--- config.mk ---
export PLATFORM = sky130hd
export DESIGN_NAME = ofs_loader
export DESIGN_NICKNAME = d
export VERILOG_FILES = /design/src/rtl/ofs_pkg.sv /design/src/rtl/ofs_mode_latch.sv /design/src/rtl/ofs_serial_shifter.sv /design/src/rtl/ofs_par_port.sv /design/src/rtl/ofs_loader.sv
export SDC_FILE = /design/constraint.sdc
export NUM_CORES = 1
export LEC_CHECK = 0
export BUFFER_PORTS_ARGS = -buffer_cell sky130_fd_sc_hd__buf_2
export CAP_MARGIN = 20
export CORE_ASPECT_RATIO = 0.6
export CORE_MARGIN = 8
export CORE_UTILIZATION = 40
export CTS_BUF_LIST = sky130_fd_sc_hd__clkbuf_16
export DETAILED_ROUTE_END_ITERATION = 7
export PLACE_DENSITY = 0.65
export SETUP_SLACK_MARGIN = 0.4
export SYNTH_ARGS = -nofsm -noshare
export SYNTH_HDL_FRONTEND = slang
export SYNTH_HIERARCHICAL = 1
export SYNTH_SLANG_ARGS = --single-unit
--- constraint.sdc ---
create_clock -name clk -period 5.7 [get_ports clk]
set_input_delay 0.57 -clock clk [delete_from_list [all_inputs] [get_ports clk]]
set_output_delay 0.57 -clock clk [all_outputs]
set_load 0.005 [all_outputs]
--- src/rtl/ofs_pkg.sv ---
package ofs_pkg;

  typedef enum logic {
    LOAD_PAR = 1'b0,
    LOAD_SER = 1'b1
  } load_mode_e;

  // Default offset chosen by the load method captured at reset.
  function automatic logic [31:0] default_ofs(input load_mode_e mode);
    return (mode == LOAD_SER) ? 32'h0000_03FF : 32'h0000_007F;
  endfunction

  // Saturate an offset to the legal ceiling (half the depth).
  function automatic logic [31:0] clamp_ofs(input logic [31:0] value,
                                            input logic [31:0] ceiling);
    return (value > ceiling) ? ceiling : value;
  endfunction

endpackage

--- src/rtl/ofs_mode_latch.sv ---
module ofs_mode_latch
  import ofs_pkg::*;
(
  input  logic       clk,
  input  logic       mrst,
  input  logic       sel_i,
  output load_mode_e mode_o
);

  always_ff @(posedge clk) begin
    if (mrst) mode_o <= sel_i ? LOAD_SER : LOAD_PAR;
  end

  // the captured mode holds while reset is low
  a_r1_mode_held: assert property (@(posedge clk) disable iff (mrst)
    1'b1 |=> $stable(mode_o));

endmodule

--- src/rtl/ofs_serial_shifter.sv ---
module ofs_serial_shifter #(
  parameter int OFS_W = 14
) (
  input  logic             clk,
  input  logic             mrst,
  input  logic             en_i,
  input  logic             bit_i,
  output logic [OFS_W-1:0] word_o,
  output logic             last_n_o,
  output logic             last_m_o
);

  localparam int TOTAL = 2 * OFS_W;
  localparam int CW    = $clog2(TOTAL);
  localparam logic [CW-1:0] IDX_LAST_N = CW'(OFS_W - 1);
  localparam logic [CW-1:0] IDX_LAST_M = CW'(TOTAL - 1);

  logic [OFS_W-1:0] shreg;
  logic [CW-1:0]    bit_cnt;

  // The word includes the bit arriving this cycle in its top position.
  assign word_o   = {bit_i, shreg[OFS_W-1:1]};
  assign last_n_o = en_i && (bit_cnt == IDX_LAST_N);
  assign last_m_o = en_i && (bit_cnt == IDX_LAST_M);

  always_ff @(posedge clk) begin
    if (mrst) begin
      shreg   <= '0;
      bit_cnt <= '0;
    end else if (en_i) begin
      shreg   <= word_o;
      bit_cnt <= (bit_cnt == IDX_LAST_M) ? '0 : bit_cnt + 1'b1;
    end
  end

  // the bit count never leaves the two-word window
  a_r5_count_range: assert property (@(posedge clk) disable iff (mrst)
    1'b1 |-> (bit_cnt <= IDX_LAST_M));

  // after the last bit of the full offset the count is back at zero
  a_r5_wrap: assert property (@(posedge clk) disable iff (mrst)
    last_m_o |=> (bit_cnt == '0));

endmodule

--- src/rtl/ofs_par_port.sv ---
module ofs_par_port #(
  parameter int OFS_W = 14
) (
  input  logic             clk,
  input  logic             mrst,
  input  logic             wr_i,
  input  logic             rd_i,
  input  logic [OFS_W-1:0] n_i,
  input  logic [OFS_W-1:0] m_i,
  output logic             wr_to_m_o,
  output logic [OFS_W-1:0] rdata_o
);

  logic rd_at_m;

  always_ff @(posedge clk) begin
    if (mrst) begin
      wr_to_m_o <= 1'b0;
      rd_at_m   <= 1'b0;
    end else begin
      if (wr_i) wr_to_m_o <= ~wr_to_m_o;
      if (rd_i) rd_at_m   <= ~rd_at_m;
    end
  end

  assign rdata_o = rd_at_m ? m_i : n_i;

  // each read advance moves the read pointer
  a_r6_rd_toggle: assert property (@(posedge clk) disable iff (mrst)
    rd_i |=> (rd_at_m != $past(rd_at_m)));

  // without an advance the read pointer holds
  a_r6_rd_hold: assert property (@(posedge clk) disable iff (mrst)
    !rd_i |=> $stable(rd_at_m));

  // each accepted write moves the write pointer
  a_r4_wr_toggle: assert property (@(posedge clk) disable iff (mrst)
    wr_i |=> (wr_to_m_o != $past(wr_to_m_o)));

endmodule

--- src/rtl/ofs_loader.sv ---
module ofs_loader
  import ofs_pkg::*;
#(
  parameter int OFS_W = 14
) (
  input  logic             clk,
  input  logic             mrst,
  input  logic             load_sel_i,
  input  logic             par_wr_i,
  input  logic [OFS_W-1:0] par_wdata_i,
  input  logic             par_rd_i,
  output logic [OFS_W-1:0] par_rdata_o,
  input  logic             ser_en_i,
  input  logic             ser_bit_i,
  output logic             serial_mode_o,
  output logic [OFS_W-1:0] empty_ofs_o,
  output logic [OFS_W-1:0] full_ofs_o
);

  localparam logic [31:0]      HALF32  = 32'(1) << (OFS_W - 1);
  localparam logic [OFS_W-1:0] HALF    = OFS_W'(HALF32);
  localparam logic [OFS_W-1:0] DEF_SER = OFS_W'(clamp_ofs(default_ofs(LOAD_SER), HALF32));
  localparam logic [OFS_W-1:0] DEF_PAR = OFS_W'(clamp_ofs(default_ofs(LOAD_PAR), HALF32));

  load_mode_e        cur_mode;
  load_mode_e        rst_mode;
  logic              par_wr;
  logic              ser_shift;
  logic              wr_to_m;
  logic [OFS_W-1:0]  ser_word;
  logic              ser_last_n;
  logic              ser_last_m;
  logic              load_n;
  logic              load_m;
  logic [OFS_W-1:0]  new_val;
  logic [OFS_W-1:0]  def_val;

  ofs_mode_latch u_mode (
    .clk    (clk),
    .mrst   (mrst),
    .sel_i  (load_sel_i),
    .mode_o (cur_mode)
  );

  assign serial_mode_o = (cur_mode == LOAD_SER);
  assign par_wr        = par_wr_i && !serial_mode_o;
  assign ser_shift     = ser_en_i && serial_mode_o;

  ofs_serial_shifter #(.OFS_W(OFS_W)) u_ser (
    .clk      (clk),
    .mrst     (mrst),
    .en_i     (ser_shift),
    .bit_i    (ser_bit_i),
    .word_o   (ser_word),
    .last_n_o (ser_last_n),
    .last_m_o (ser_last_m)
  );

  ofs_par_port #(.OFS_W(OFS_W)) u_par (
    .clk       (clk),
    .mrst      (mrst),
    .wr_i      (par_wr),
    .rd_i      (par_rd_i),
    .n_i       (empty_ofs_o),
    .m_i       (full_ofs_o),
    .wr_to_m_o (wr_to_m),
    .rdata_o   (par_rdata_o)
  );

  // Commit events for the two offset registers.
  assign load_n  = (par_wr && !wr_to_m) || ser_last_n;
  assign load_m  = (par_wr &&  wr_to_m) || ser_last_m;
  assign new_val = OFS_W'(clamp_ofs(32'(par_wr ? par_wdata_i : ser_word), HALF32));

  // Defaults follow the level sampled in the same reset cycle.
  assign rst_mode = load_sel_i ? LOAD_SER : LOAD_PAR;
  assign def_val  = (rst_mode == LOAD_SER) ? DEF_SER : DEF_PAR;

  always_ff @(posedge clk) begin
    if (mrst) begin
      empty_ofs_o <= def_val;
      full_ofs_o  <= def_val;
    end else begin
      if (load_n) empty_ofs_o <= new_val;
      if (load_m) full_ofs_o  <= new_val;
    end
  end

  // serial defaults visible on the first cycle out of reset
  a_r2_serial_default: assert property (@(posedge clk) disable iff (mrst)
    ($fell(mrst) && serial_mode_o) |-> (empty_ofs_o == DEF_SER && full_ofs_o == DEF_SER));

  // parallel defaults visible on the first cycle out of reset
  a_r3_parallel_default: assert property (@(posedge clk) disable iff (mrst)
    ($fell(mrst) && !serial_mode_o) |-> (empty_ofs_o == DEF_PAR && full_ofs_o == DEF_PAR));

  // a write aimed at the empty offset leaves the full offset alone
  a_r4_empty_slot: assert property (@(posedge clk) disable iff (mrst)
    (par_wr && !wr_to_m) |=> $stable(full_ofs_o));

  // a write aimed at the full offset leaves the empty offset alone
  a_r4_full_slot: assert property (@(posedge clk) disable iff (mrst)
    (par_wr && wr_to_m) |=> $stable(empty_ofs_o));

  // shifting bits that are not the last of a word commits nothing
  a_r5_no_early_commit: assert property (@(posedge clk) disable iff (mrst)
    (ser_shift && !ser_last_n && !ser_last_m) |=> ($stable(empty_ofs_o) && $stable(full_ofs_o)));

  // both offsets stay within half the depth
  a_r7_ceiling: assert property (@(posedge clk) disable iff (mrst)
    1'b1 |-> (empty_ofs_o <= HALF && full_ofs_o <= HALF));

  // parallel strobes in serial mode change nothing
  a_r8_par_ignored: assert property (@(posedge clk) disable iff (mrst)
    (serial_mode_o && par_wr_i && !ser_en_i) |=> ($stable(empty_ofs_o) && $stable(full_ofs_o)));

  // serial clocks in parallel mode change nothing
  a_r8_ser_ignored: assert property (@(posedge clk) disable iff (mrst)
    (!serial_mode_o && ser_en_i && !par_wr_i) |=> ($stable(empty_ofs_o) && $stable(full_ofs_o)));

endmodule

==> run_results.csv, run 1 <==
group,metric,value,unit
drt,dr.pass1.iters,5,
clocking,cts_resized,0,
sta,slew_headroom,33.2,%
sta,worst_pin_slew,1.00,ns
sta,setup_ws,3.01,ns
worst_setup_path,crit_required,5.63,ns
worst_setup_path,crit_type,"register to register",
power_and_ir_drop,p_per_area,299,nW/µm²
synth,seq_area_frac_synth,56.2,%
worst_setup_path,crit_path_max_fanout,20,
synth,synth_ff_type,"edfxtp_1",
place,dpl.hpwl,3730,µm
finish,layout-drive-gt1-share,38.2,%
synth,synth-seq-cells,49,
sta,finalHoldViolCount,0,
die,rows,21,
job,maxCapViolCount,0,
global_route,antenna_found_initial,0,
sta,final_min_period_over_clock_period,47.3,%
drt,drt_iter0_drc,136,
drt,routed-via-count,1487,
drt,drc,0,
drt,drt_wl_total,4880,µm
power_and_ir_drop,p_leak,1.18,nW
sta,fin_crit,2.69,ns
synth,synth_area_per_cell,13.1,µm²
finish,fin_util,49.3,%
synth,synth_edf_count,29,
synth,synth_cell_types,36,
clocking,cts_root_buf,"clkbuf_16",
power_and_ir_drop,p_total,815,µW
clocking,clk_path_buf_depth,2,
clocking,cts_sinks,49,
clocking,cts_hold_repair.buffers,0,
drt,ant_nets,0,
synth,synth_area,2260,µm²
clocking,htree_levels,2,
die,die-area,8390,µm²
global_route,grt_pass1_wl,7590,µm
synth,synth_warnings,6,
synth,synthCells,173,
die,core,5520,µm²
sta,tns,0,ns
clocking,cts_setup_buffers,0,
worst_setup_path,cp-start-kind,"register",
place,portBuffers,63,
finish,diodes,0,
synth,synth_nets,196,
worst_hold_path,hp-class,"input port to register",
power_and_ir_drop,vdd_drop_max,0.165,mV
run_status,status,"completed",
sta,grt_setup_unrepaired,"false",
global_route,grt_usage,11.9,%
global_route,grt_pass1_vias,1376,
clocking,clk_latency,0.29,ns
finish,area_growth,20.4,%
place,globalplace.congestion,0.858,
die,die_h,74.2,µm
global_route,grt_max_degree,39,
sta,setup_viol,0,
sta,maxSlewViolCount,0,
place,place_ws,2.77,ns
global_route,overflow,0,
drt,wl_per_cell,16.2,µm
worst_setup_path,critPathArrivalTime,2.63,ns
sta,clock_skew,0.00398,ns
finish,final_nets,255,
synth,synthArstFlopShare,0,%
die,pin_count,64,
finish,nFillCells,477,
die,die_x,113,µm
clocking,clkTransAtPathRegs,0.06,ns
worst_setup_path,crit_path_end_kind,"register",
sta,fmax,0.371,GHz
clocking,cts_tree,"yes",
die,start_util,41.0,%
clocking,cts_made_buffers,5,
drt,viasPerCell,4.92,
==> final timing paths <==
check                                start                       endpoint  slack [ns]  depth (start not counted)
min reg2reg  u_ser/bit_cnt[2]$_SDFFE_PP0P_  u_ser/bit_cnt[2]$_SDFFE_PP0P_        0.53                          2
max                u_mode/mode_o$_DFFE_PP_        full_ofs_o[1]$_DFFE_PP_        3.01                          4
max reg2reg        u_mode/mode_o$_DFFE_PP_        full_ofs_o[1]$_DFFE_PP_        3.01                          4
min                             load_sel_i        u_mode/mode_o$_DFFE_PP_        0.49                          1
==> kinds of logic after synthesis <==
kind of cell	share of synthesized area, %
flops	56.2
simple gates	10.3
mux	20.9
compound gates	5.15
buf+inv	4.70
xor+xnor	1.55
fa+ha+maj	1.11
==> layer usage <==
metal,up-vias,wire length (µm),global-route usage (%)
li1,750,-,-
met1,681,2560,16.9
met2,48,1810,14.9
met3,8,446,5.35
met4,0,64,4.84
met5,-,0,0
==> power by group <==
group / internal, mW / switching, mW / total (mW)
logic: 0.0569 / 0.0499 / 0.107
clock network: 0.165 / 0.129 / 0.294
registers: 0.398 / 0.0159 / 0.414
==> area by class of cell <==
cell class	count	area, µm²	share of cell area (%)
Clock buffer	5	125	4.60
Clock inverter	3	25.0	0.920
Inverter	2	7.51	0.276
Multi-Input combinational cell	110	883	32.5
Sequential cell	49	1270	46.7
Tap cell	69	86.3	3.17
Timing Repair Buffer	64	323	11.9
==> cell usage in the layout (no fill, tap or decap), types with 2 or more instances in the layout <==
master	n
nand4_1	3
dfxtp_1	20
nor2_1	20
nand3_1	2
o21bai_1	7
edfxtp_1	29
buf_2	63
nor2b_1	2
mux2i_1	27
nor3_1	6
nand2_1	4
nor4_1	3
inv_1	2
o31ai_1	3
clkbuf_16	5
mux2_2	6
xnor2_1	3
mux2_4	9
ha_1	2
==> per-stage QoR <==
step	area, µm²	hold slack, ns	instances
2_1_floorplan	2260	0.474	173
3_3_place_gp	2570	0.500	294
3_5_place_dp	2570	0.513	294
4_1_cts	2720	0.488	302
5_1_grt	2720	0.487	302
6_report	2720	0.493	302
==> Yosys cell counts (4+ instances only) <==
master    count  area share (%)
dfxtp_1      20              18
mux2i_1      27              12
o21bai_1      7             2.3
nor3_1        6             1.3
edfxtp_1     29              39
mux2_2        6             3.0
mux2_4        9             6.0
nor2_1       20             3.3
nand2_1       4            0.66
==> critical path, cell delays in order (launching register included) <==
cell and delay, ns:
edfxtp_1 0.39, and2_1 0.81, nand2_1 0.21, nor3_1 0.40
a211o_1 0.52
==> registers in the layout, indices dropped and copies added, names as in the netlist <==
register	flops
empty_ofs_o	14
full_ofs_o	14
u_ser/shreg	13
u_ser/bit_cnt	5
u_mode/mode_o	1
u_par/rd_at_m	1
u_par/wr_to_m_o	1
Power figures use the tool's default switching activity.
==> run 2, diff against run 1 <==
==> constraint.sdc (replaced) <==
create_clock -name clk -period 2.7 [get_ports clk]
set_input_delay 0.27 -clock clk [delete_from_list [all_inputs] [get_ports clk]]
set_output_delay 0.27 -clock clk [all_outputs]
set_load 0.005 [all_outputs]
==> run 2 against run 1 <==
Via count is 2.4% higher. Sequential share of layout area is 0.70 points lower. Clock-buffer cell count stayed put. Critical path type unchanged. Highest routed layer unchanged.
==> run_results.csv, run 2 (synthesis results as in run 1) <==
group,metric,value,unit
finish,multi_input_area,883,µm²
die,start_util,41.0,%
power_and_ir_drop,p_leak,1.21,nW
drt,drt_iter0_drc,77,
place,placed_area,2590,µm²
sta,worst_pin_slew,0.790,ns
power_and_ir_drop,pwr-share-seq,48.3,%
worst_setup_path,rr_startpoint,"u_mode/mode_o$_DFFE_PP_",
global_route,overflow,0,
finish,area_growth,22.2,%
drt,drt_wl_total,5110,µm
power_and_ir_drop,pwr-share-comb,12.8,%
sta,tns,0,ns
power_and_ir_drop,clkPwrFrac,38.9,%
die,die_h,74.2,µm
finish,diodes,0,
sta,setup_ws,0.613,ns
finish,fin_util,50.1,%
worst_setup_path,critPathArrivalTime,2.17,ns
finish,nFillCells,476,
sta,grt_setup_unrepaired,"false",
power_and_ir_drop,intPower,1.40,mW
clocking,clk_path_buf_depth,2,
job,maxCapViolCount,0,
clocking,cts_resized,0,
clocking,cts_root_buf,"clkbuf_16",
clocking,clkTransAtPathRegs,0.07,ns
global_route,grt_pass1_wl,7680,µm
worst_hold_path,hold_start,"load_sel_i",
die,rows,21,
worst_setup_path,crit_required,2.78,ns
sta,finalHoldViolCount,0,
worst_setup_path,crit_path_max_fanout,11,
sta,hold_ws,0.209,ns
power_and_ir_drop,p_sw,409,µW
finish,ff_latch_area,1270,µm²
clocking,cts_made_buffers,5,
sta,fin_crit,2.09,ns
finish,final_nets,258,
place,place_ws,0.610,ns
drt,dr.pass1.iters,4,
drt,drc,0,
worst_hold_path,hp-class,"input port to register",
drt,wl_per_cell,16.8,µm
worst_setup_path,cp-start-kind,"register",
power_and_ir_drop,swShare,22.6,%
clocking,clk_latency,0.29,ns
drt,viasPerCell,4.99,
clocking,cts_hold_repair.buffers,0,
run_status,status,"completed",
sta,fmax,0.479,GHz
power_and_ir_drop,vdd_drop_max,0.290,mV
sta,setup_viol,0,
global_route,antenna_found_initial,0,
clocking,htree_levels,2,
place,portBuffers,63,
drt,ant_nets,0,
place,globalplace.congestion,0.810,
die,die-area,8390,µm²
clocking,cts_setup_buffers,0,
worst_setup_path,crit_start,"u_mode/mode_o$_DFFE_PP_",
clocking,cts_tree,"yes",
finish,final_common_cell,"buf_2",
die,pin_count,64,
die,core,5520,µm²
finish,finalInstanceArea,2760,µm²
global_route,grt_usage,12.1,%
finish,layout-drive-gt1-share,39.0,%
power_and_ir_drop,p_per_area,656,nW/µm²
die,die_x,113,µm
sta,clock_skew,0.00738,ns
drt,routed-via-count,1523,
place,dpl.hpwl,3930,µm
worst_setup_path,crit_path_end_kind,"register",
worst_setup_path,crit_type,"register to register",
global_route,grt_pass1_vias,1454,
sta,slew_headroom,47.3,%
clocking,cts_sinks,49,
finish,top_regs,"empty_ofs_o: 14 flops, full_ofs_o: 14 flops, u_ser/shreg: 13 flops",
global_route,grt_max_degree,37,
finish,final_cell_mix,"buf_2 (63), edfxtp_1 (29), mux2i_1 (27)",
sta,maxSlewViolCount,0,
sta,final_min_period_over_clock_period,77.3,%
==> run 2: area by class of cell <==
cell class	count	area share [%]
Sequential cell	49	46.0
Multi-Input combinational cell	110	32.0
Timing Repair Buffer	67	12.5
Clock buffer	5	4.53
Tap cell	69	3.12
Clock inverter	3	1.59
Inverter	2	0.272
==> run 2: per-layer routing <==
metal	part of all wire (%)	GRT usage, %	up-vias
met5	0	0	-
met4	1.6	5.72	0
li1	-	-	757
met1	48	16.2	693
met2	39	15.7	63
met3	12	5.83	10
==> run 2: final timing paths <==
kind,to,slack [ns],cells past startpoint
setup / recovery,full_ofs_o[8]$_DFFE_PP_,0.61,4
hold / removal,u_mode/mode_o$_DFFE_PP_,0.21,1
setup reg to reg,full_ofs_o[8]$_DFFE_PP_,0.61,4
hold reg to reg,u_ser/shreg[1]$_SDFFE_PP0P_,0.54,2
==> run 2: power groups by stage <==
stage / registers, mW / logic [mW] / clock network (mW)
3_5_place_dp: 0.892 / 0.234 / 0
5_1_grt: 0.881 / 0.253 / 0.753
6_report: 0.875 / 0.233 / 0.704
3_3_place_gp: 0.890 / 0.234 / 0
2_1_floorplan: 0.882 / 0.150 / 0
4_1_cts: 0.875 / 0.235 / 0.713
==> run 2: metrics by stage <==
| step | cells | power (mW) |
|---|---|---|
| finish | 305 | 1.81 |
| floorplan | 173 | 1.03 |
| detailed placement | 297 | 1.13 |
| CTS | 305 | 1.82 |
| global route | 305 | 1.89 |
| global placement | 297 | 1.12 |
==> run 2: worst max-delay path: stages (launching register included) <==
cell	delay [ns]
edfxtp_1	0.38
nand2b_1	0.45
mux2_2	0.45
o311a_1	0.24
o31ai_1	0.36
